[src/rtl/gpio_bank_pkg.sv]
package gpio_bank_pkg;

  localparam int CFG_BASE   = 'h100;
  localparam int ROUTE_BASE = 'h10;
  localparam int ROUTE_BITS = 16;

  localparam int A_OUT = 31;
  localparam int A_IN  = 30;
  localparam int A_DIR = 2;
  localparam int B_DIS = 2;

  typedef enum logic [1:0] {
    USE_NATIVE = 2'd0,
    USE_GPIO   = 2'd1,
    USE_ALT2   = 2'd2,
    USE_ALT3   = 2'd3
  } use_sel_e;

  typedef enum logic [1:0] {
    PULL_NONE = 2'd0,
    PULL_DOWN = 2'd1,
    PULL_UP   = 2'd2,
    PULL_RSVD = 2'd3
  } pull_e;

  // Routing-word bit that steers pin p, or -1 when the pin has none.
  function automatic int route_slot(int p);
    if (p >= 8 && p <= 10)  return p - 8;
    if (p >= 13 && p <= 14) return p - 10;
    if (p >= 45 && p <= 55) return p - 40;
    return -1;
  endfunction

endpackage

[src/rtl/gpio_addr_dec.sv]
module gpio_addr_dec
  import gpio_bank_pkg::*;
#(
  parameter int NPIN   = 95,
  parameter int ADDR_W = 12
) (
  input  logic [ADDR_W-1:0]             addr,
  output logic                          pin_hit,
  output logic [$clog2(NPIN)-1:0]       pin_idx,
  output logic                          pin_hi,
  output logic                          own_hit,
  output logic [((NPIN+31)/32 > 1 ? $clog2((NPIN+31)/32) : 1)-1:0] own_idx,
  output logic                          route_hit
);
  localparam int PIN_W = $clog2(NPIN);
  localparam int NW    = (NPIN + 31) / 32;
  localparam int OWN_W = (NW > 1) ? $clog2(NW) : 1;
  localparam int SW    = ADDR_W - 3;
  localparam int WW    = ADDR_W - 2;

  logic              aligned;
  logic [SW-1:0]     pin_sel;
  logic [WW-1:0]     word_idx;

  assign aligned  = (addr[1:0] == 2'b00);
  assign pin_sel  = addr[ADDR_W-1:3] - SW'(CFG_BASE >> 3);
  assign word_idx = addr[ADDR_W-1:2];

  assign pin_hit   = aligned && (addr >= ADDR_W'(CFG_BASE)) && (pin_sel < SW'(NPIN));
  assign pin_idx   = pin_sel[PIN_W-1:0];
  assign pin_hi    = addr[2];
  assign own_hit   = aligned && (word_idx < WW'(NW));
  assign own_idx   = word_idx[OWN_W-1:0];
  assign route_hit = aligned && (word_idx == WW'(ROUTE_BASE >> 2));

endmodule

[src/rtl/gpio_bitmaps.sv]
module gpio_bitmaps
  import gpio_bank_pkg::*;
#(
  parameter int NPIN = 95
) (
  input  logic                  clk,
  input  logic                  rst_n,
  input  logic                  own_we,
  input  logic [((NPIN+31)/32 > 1 ? $clog2((NPIN+31)/32) : 1)-1:0] own_idx,
  input  logic                  route_we,
  input  logic [31:0]           wdata,
  output logic [NPIN-1:0]       own_map,
  output logic [31:0]           own_rd,
  output logic [ROUTE_BITS-1:0] route_rd,
  output logic [NPIN-1:0]       route_en
);
  localparam int NW    = (NPIN + 31) / 32;
  localparam int OWN_W = (NW > 1) ? $clog2(NW) : 1;
  localparam int PADW  = (1 << OWN_W) * 32;

  logic [NPIN-1:0]       own_q;
  logic [NPIN-1:0]       wmask;
  logic [NPIN-1:0]       wpat;
  logic [NW-1:0]         word_sel;
  logic [PADW-1:0]       own_pad;
  logic [ROUTE_BITS-1:0] route_q;

  assign word_sel = own_we ? (NW'(1) << own_idx) : '0;

  for (genvar p = 0; p < NPIN; p++) begin : g_own
    assign wmask[p] = word_sel[p / 32];
    assign wpat[p]  = wdata[p % 32];
  end

  always_ff @(posedge clk or negedge rst_n) begin
    if (!rst_n) begin
      own_q   <= '0;
      route_q <= '0;
    end else begin
      own_q <= (own_q & ~wmask) | (wpat & wmask);
      if (route_we) route_q <= wdata[ROUTE_BITS-1:0];
    end
  end

  assign own_pad  = PADW'(own_q);
  assign own_rd   = own_pad[{own_idx, 5'b0} +: 32];
  assign own_map  = own_q;
  assign route_rd = route_q;

  for (genvar p = 0; p < NPIN; p++) begin : g_route
    localparam int SLOT = route_slot(p);
    if (SLOT >= 0) begin : g_on
      assign route_en[p] = route_q[SLOT];
    end else begin : g_off
      assign route_en[p] = 1'b0;
    end
  end

endmodule

[src/rtl/gpio_pin_slice.sv]
module gpio_pin_slice
  import gpio_bank_pkg::*;
(
  input  logic        clk,
  input  logic        rst_n,
  input  logic        we_a,
  input  logic        we_b,
  input  logic        w_out,
  input  logic        w_dir,
  input  logic [1:0]  w_use,
  input  logic        w_dis,
  input  logic [1:0]  w_pull,
  input  logic        pad_in,
  output logic        pad_out,
  output logic        pad_oe,
  output logic [1:0]  pad_pull,
  output logic        sense_dis,
  output logic        in_sync,
  output logic [31:0] word_a,
  output logic [31:0] word_b
);
  logic     out_q;
  logic     dir_q;
  use_sel_e use_q;
  logic     dis_q;
  pull_e    pull_q;
  logic     s1_q;
  logic     s2_q;

  always_ff @(posedge clk or negedge rst_n) begin
    if (!rst_n) begin
      out_q  <= 1'b0;
      dir_q  <= 1'b1;
      use_q  <= USE_GPIO;
      dis_q  <= 1'b1;
      pull_q <= PULL_NONE;
      s1_q   <= 1'b0;
      s2_q   <= 1'b0;
    end else begin
      s1_q <= pad_in;
      s2_q <= s1_q;
      if (we_a) begin
        out_q <= w_out;
        dir_q <= w_dir;
        use_q <= use_sel_e'(w_use);
      end
      if (we_b) begin
        dis_q  <= w_dis;
        pull_q <= pull_e'(w_pull);
      end
    end
  end

  assign in_sync   = s2_q & ~dis_q;
  assign pad_out   = out_q;
  assign pad_oe    = (use_q == USE_GPIO) && !dir_q;
  assign pad_pull  = pull_q;
  assign sense_dis = dis_q;

  always_comb begin
    word_a        = '0;
    word_a[A_OUT] = out_q;
    word_a[A_IN]  = in_sync;
    word_a[A_DIR] = dir_q;
    word_a[1:0]   = use_q;
    word_b        = '0;
    word_b[B_DIS] = dis_q;
    word_b[1:0]   = pull_q;
  end

endmodule

[src/rtl/gpio_cfg_bank.sv]
module gpio_cfg_bank
  import gpio_bank_pkg::*;
#(
  parameter int NPIN   = 95,
  parameter int ADDR_W = 12
) (
  input  logic               clk,
  input  logic               rst_n,
  input  logic               bus_sel,
  input  logic               bus_wr,
  input  logic [ADDR_W-1:0]  bus_addr,
  input  logic [31:0]        bus_wdata,
  output logic [31:0]        bus_rdata,
  input  logic [NPIN-1:0]    pad_in,
  output logic [NPIN-1:0]    pad_out,
  output logic [NPIN-1:0]    pad_oe,
  output logic [2*NPIN-1:0]  pad_pull,
  output logic [NPIN-1:0]    pad_sense_dis,
  output logic [NPIN-1:0]    pin_in_sync,
  output logic [NPIN-1:0]    own_map,
  output logic [NPIN-1:0]    route_en
);
  localparam int PIN_W = $clog2(NPIN);
  localparam int NW    = (NPIN + 31) / 32;
  localparam int OWN_W = (NW > 1) ? $clog2(NW) : 1;

  logic                  pin_hit, pin_hi, own_hit, route_hit;
  logic [PIN_W-1:0]      pin_idx;
  logic [OWN_W-1:0]      own_idx;
  logic                  wr_go, rd_go;
  logic [31:0]           own_rd;
  logic [ROUTE_BITS-1:0] route_rd;
  logic [31:0]           word_a [NPIN];
  logic [31:0]           word_b [NPIN];
  logic [31:0]           rd_val;

  assign wr_go = bus_sel && bus_wr;
  assign rd_go = bus_sel && !bus_wr;

  gpio_addr_dec #(.NPIN(NPIN), .ADDR_W(ADDR_W)) u_dec (
    .addr      (bus_addr),
    .pin_hit   (pin_hit),
    .pin_idx   (pin_idx),
    .pin_hi    (pin_hi),
    .own_hit   (own_hit),
    .own_idx   (own_idx),
    .route_hit (route_hit)
  );

  gpio_bitmaps #(.NPIN(NPIN)) u_maps (
    .clk      (clk),
    .rst_n    (rst_n),
    .own_we   (wr_go && own_hit),
    .own_idx  (own_idx),
    .route_we (wr_go && route_hit),
    .wdata    (bus_wdata),
    .own_map  (own_map),
    .own_rd   (own_rd),
    .route_rd (route_rd),
    .route_en (route_en)
  );

  for (genvar p = 0; p < NPIN; p++) begin : g_pin
    logic sel;
    assign sel = wr_go && pin_hit && (pin_idx == PIN_W'(p));
    gpio_pin_slice u_slice (
      .clk       (clk),
      .rst_n     (rst_n),
      .we_a      (sel && !pin_hi),
      .we_b      (sel && pin_hi),
      .w_out     (bus_wdata[A_OUT]),
      .w_dir     (bus_wdata[A_DIR]),
      .w_use     (bus_wdata[1:0]),
      .w_dis     (bus_wdata[B_DIS]),
      .w_pull    (bus_wdata[1:0]),
      .pad_in    (pad_in[p]),
      .pad_out   (pad_out[p]),
      .pad_oe    (pad_oe[p]),
      .pad_pull  (pad_pull[2*p +: 2]),
      .sense_dis (pad_sense_dis[p]),
      .in_sync   (pin_in_sync[p]),
      .word_a    (word_a[p]),
      .word_b    (word_b[p])
    );
  end

  always_comb begin
    rd_val = '0;
    if (pin_hit)        rd_val = pin_hi ? word_b[pin_idx] : word_a[pin_idx];
    else if (own_hit)   rd_val = own_rd;
    else if (route_hit) rd_val = 32'(route_rd);
  end

  always_ff @(posedge clk or negedge rst_n) begin
    if (!rst_n)     bus_rdata <= '0;
    else if (rd_go) bus_rdata <= rd_val;
  end

endmodule

[config.mk]
export PLATFORM = sky130hd
export DESIGN_NAME = gpio_cfg_bank
export DESIGN_NICKNAME = d
export VERILOG_FILES = /design/src/rtl/gpio_bank_pkg.sv /design/src/rtl/gpio_addr_dec.sv /design/src/rtl/gpio_bitmaps.sv /design/src/rtl/gpio_pin_slice.sv /design/src/rtl/gpio_cfg_bank.sv
export SDC_FILE = /design/constraint.sdc
export NUM_CORES = 2
export LEC_CHECK = 0
export BUFFER_PORTS_ARGS = -buffer_cell sky130_fd_sc_hd__buf_4
export CORE_AREA = 5 5 366 368
export CTS_CLUSTER_SIZE = 40
export DETAILED_ROUTE_END_ITERATION = 12
export DIE_AREA = 0 0 371 373
export PLACE_DENSITY = 0.57
export SLEW_MARGIN = 20
export SYNTH_ARGS = -nofsm -noshare
export SYNTH_HDL_FRONTEND = slang
export SYNTH_SLANG_ARGS = --single-unit
[constraint.sdc]
create_clock -name clk -period 5.89 [get_ports clk]
set_input_delay 1.178 -clock clk [delete_from_list [all_inputs] [get_ports clk]]
set_output_delay 1.178 -clock clk [all_outputs]
set_load 0.01 [all_outputs]
==> metrics.md <==
| Metric | Value |
|---|---|
| Avg WL per Cell | roughly 33 um |
| I/O Buffers | 855 |
| Total grt overflow | 0 |
| Number of buffers added for setup after CTS | 0 |
| Ys async rst share | between 90% and 100% |
| Worst Path Buf+Inv | 2 |
| CTS Hold Buffers Added | 0 |
| CTS tree | yes |
| H-tree levels | 3 |
| Dpl hpwl | between 100000 and 150000 um |
| CP max stage cell | nor3_2 |
| Largest family of logic cells by synthesized area | multiplexers |
| Die Y | 373 um |
| Setup violations, final | 0 |
| Slew headroom | about a fifth |
| Most frequent cells in the layout | buf_4, mux2_2, dfrtp_1 |
| Vias in the first global route | 32690 |
| Clock Skews | around 29 ps |
| Reg clk slew, reported paths | 60 ps |
| Final core utilization | 43.9% |
| Detailed-route via count | around 32000 |
| Clk buf depth | 3 |
| Worst R2R Path Depth | 7 |
| Status | completed |
| Leak pwr | 26.6 nW |
| Max cap viols | 0 |
| Post-synthesis compound-gate area fraction | 3.76% |
| Crit. path cell count | 9 |
| Nets | about 4200 |
| Family with the most delay on the worst path | simple AND/OR/NAND/NOR gates |
| Critical Path RT | 6500 ps |
| Pin count of the biggest net entering global routing | 131 |
| CP peak stage delay | 930 ps |
| Root Buffer | clkbuf_16 |
| Critical path, cell by cell | buf_4 > inv_1 > ha_1 > nor4_2 > o2111ai_1 > nor3_2 > nand2_1 > nor2_1 > mux2_2 |
| Launch point of the worst path | bus_addr[8] |
| Worst reg2reg path endpoint | bus_rdata[30] |
| Seq/Total Area, Yosys | 52.7% |
| Max Clk Rate | 226 MHz |
| Die span in x | 371 um |
| Final Max Slew Viols | 0 |
| Vias per inst | between 5 and 6 |
| Unrepaired setup endpoints after global routing | no |
| Post-synth EDFFs | 0 |
| Drt drc | 0 |
| Worst hold-check path type | reg2reg |
| Worst VDD drop | 0.000233 V |
| Mapped Avg Cell Area | 13.4 um^2 |
| Area Overhead vs Synth | 19.0% |
| Core Area | 0.130 mm^2 |
| Yosys warns | 0 |
| Drt pass-1 iters | 5 |
| Max FO, Critical Path | 16 |
| First-pass GRT wire length | ~270000 um |
| CP startpoint kind | input pin |
| Period utilization | 75.0% |
| Setup CP Type | in2reg |
| Reg2reg setup slack | 3260 ps |
| Main synth FF type | dfrtp_1 |
| Post-synthesis xor/xnor area fraction | 0% |
| # rows | 133 |
| Antenna viol nets, final | 0 |
| Commonest non-fill, non-tap cell in the layout | buf_4 |
| Starting density of the core | 36.9% |
| Final wirelength | approximately 190000 um |
| Number of I/O pins | about 940 |
| Adder-Cell Fraction of Synth Area | less than 1% |
| Worst Setup EP | g_pin[10].u_slice.pad_out |
| CTS buffer count | 112 |
| Mux contribution to synthesized area | 27.1% |
| Synth cell types | 70 |
| Setup TNS | 0 ps |
| Arrival @ worst endpoint | 5030 ps |
| Clock Sinks | 998 |
| Die area | 0.138 mm^2 |
| GP Congestion | about 0.83 |
| Initial antenna violation count | 16 |
| Layout cells sized above 1 | 58.6% |
| Cell Pwr Density | 269 mW/mm^2 |
| Crit end category | register |
| #FFs+latches synth | 998 |
| Area share of and/or/nand/nor cells after synthesis | just over 7% |
| Final hold vios | 0 |
| Final Critical Period | between 4000 and 5000 ps |
| Post-CTS resize count | 0 |
| Synth Instances | 3584 |
| Worst r2r src | g_pin[19].u_slice.sense_dis |
| Worst Tran Pin Value | between 1000 and 1500 ps |
| Mapped cell area | 0.0481 mm^2 |
| All-Layer GR Usage | 27.4% |
| Later-pin clock latency in the skew report | 760 ps |
| Number of DRC markers in iteration 0 | 2443 |
## cell usage after synthesis (54+ instances only)
| cell type | instances | share of area, % |
|---|---|---|
| mux2i_1 | 66 | 1.4 |
| nor2_1 | 182 | 1.4 |
| buf_2 | 67 | 0.70 |
| nor2b_1 | 114 | 1.5 |
| clkbuf_1 | 115 | 0.90 |
| a22oi_1 | 54 | 0.84 |
| nor2_2 | 61 | 0.79 |
| nand2_1 | 89 | 0.69 |
| nor3b_1 | 104 | 1.6 |
| mux4_2 | 154 | 7.2 |
| mux2_2 | 779 | 18 |
| buf_4 | 478 | 7.5 |
| dfstp_2 | 285 | 16 |
| dfrtp_1 | 713 | 37 |
## registers in the layout, summed over array words and instances (netlist names), named ones only
register / flops
u_maps.route_rd: 16
g_pin.u_slice.dir_q: 95
g_pin.u_slice.pad_pull: 190
g_pin.u_slice.use_q: 190
g_pin.u_slice.pad_out: 95
g_pin.u_slice.s2_q: 95
bus_rdata: 32
g_pin.u_slice.s1_q: 95
g_pin.u_slice.sense_dis: 95
## cells by family after synthesis
family | Yosys count
adders and majority gates | 3
other | 1
and+or+nand+nor | 624
buffers and inverters | 685
DFF | 998
muxes | 1009
AOI/OAI and AO/OA | 264
## metrics by stage
step | cells | instance area (um^2) | worst slack (ps) | hold slack, ps | total power [mW]
CTS | 5878 | 57200 | 1420 | 343 | 15.5
detailed placement | 5666 | 53400 | 623 | 335 | 8.19
global placement | 5666 | 53400 | 706 | 331 | 8.19
finish | 5883 | 57200 | 1470 | 340 | 15.4
global route | 5878 | 57200 | 1220 | 348 | 15.9
floorplan | 3662 | 48400 | 2270 | 331 | 7.62
## metal layers
layer,global-route usage (%),vias up,part of all wire [%]
met2,46.0,1178,49
li1,-,13190,-
met4,7.16,6,2.9
met3,6.88,231,7.3
met5,0,-,0.017
met1,35.6,16989,41
## layout make-up
type                            instances  area, um^2
Fill cell                           12180       73200
Clock inverter                         43         573
Sequential cell                       998       25300
Multi-Input combinational cell       1979       18700
Tap cell                             1755        2200
Timing Repair Buffer                  925        7140
Inverter                                9        33.8
Clock buffer                          169        3270
Antenna cell                            5        12.5
## how the worst min path moves through the flow
| stage | startpoint | end | depth (start not counted) | slack (ps) |
|---|---|---|---|---|
| global placement | g_pin[80].u_slice.s1_q | g_pin[80].u_slice.s2_q | 0 | 330 |
| finish | g_pin[90].u_slice.s1_q | g_pin[90].u_slice.s2_q | 0 | 340 |
| CTS | g_pin[50].u_slice.s1_q | g_pin[50].u_slice.s2_q | 0 | 340 |
| global route | g_pin[82].u_slice.s1_q | g_pin[82].u_slice.s2_q | 0 | 350 |
| floorplan | g_pin[0].u_slice.s1_q | g_pin[0].u_slice.s2_q | 0 | 330 |
| detailed placement | g_pin[22].u_slice.s1_q | g_pin[22].u_slice.s2_q | 0 | 330 |
## where the power goes
group          internal (mW)  switching [mW]  total (mW)  leakage (nW)
Clock                   4.29            3.03        7.31          1.90
Sequential              6.96          0.0456        7.01          12.4
Combinational          0.318           0.729        1.05          12.2
(Power assumes the default switching activity.)
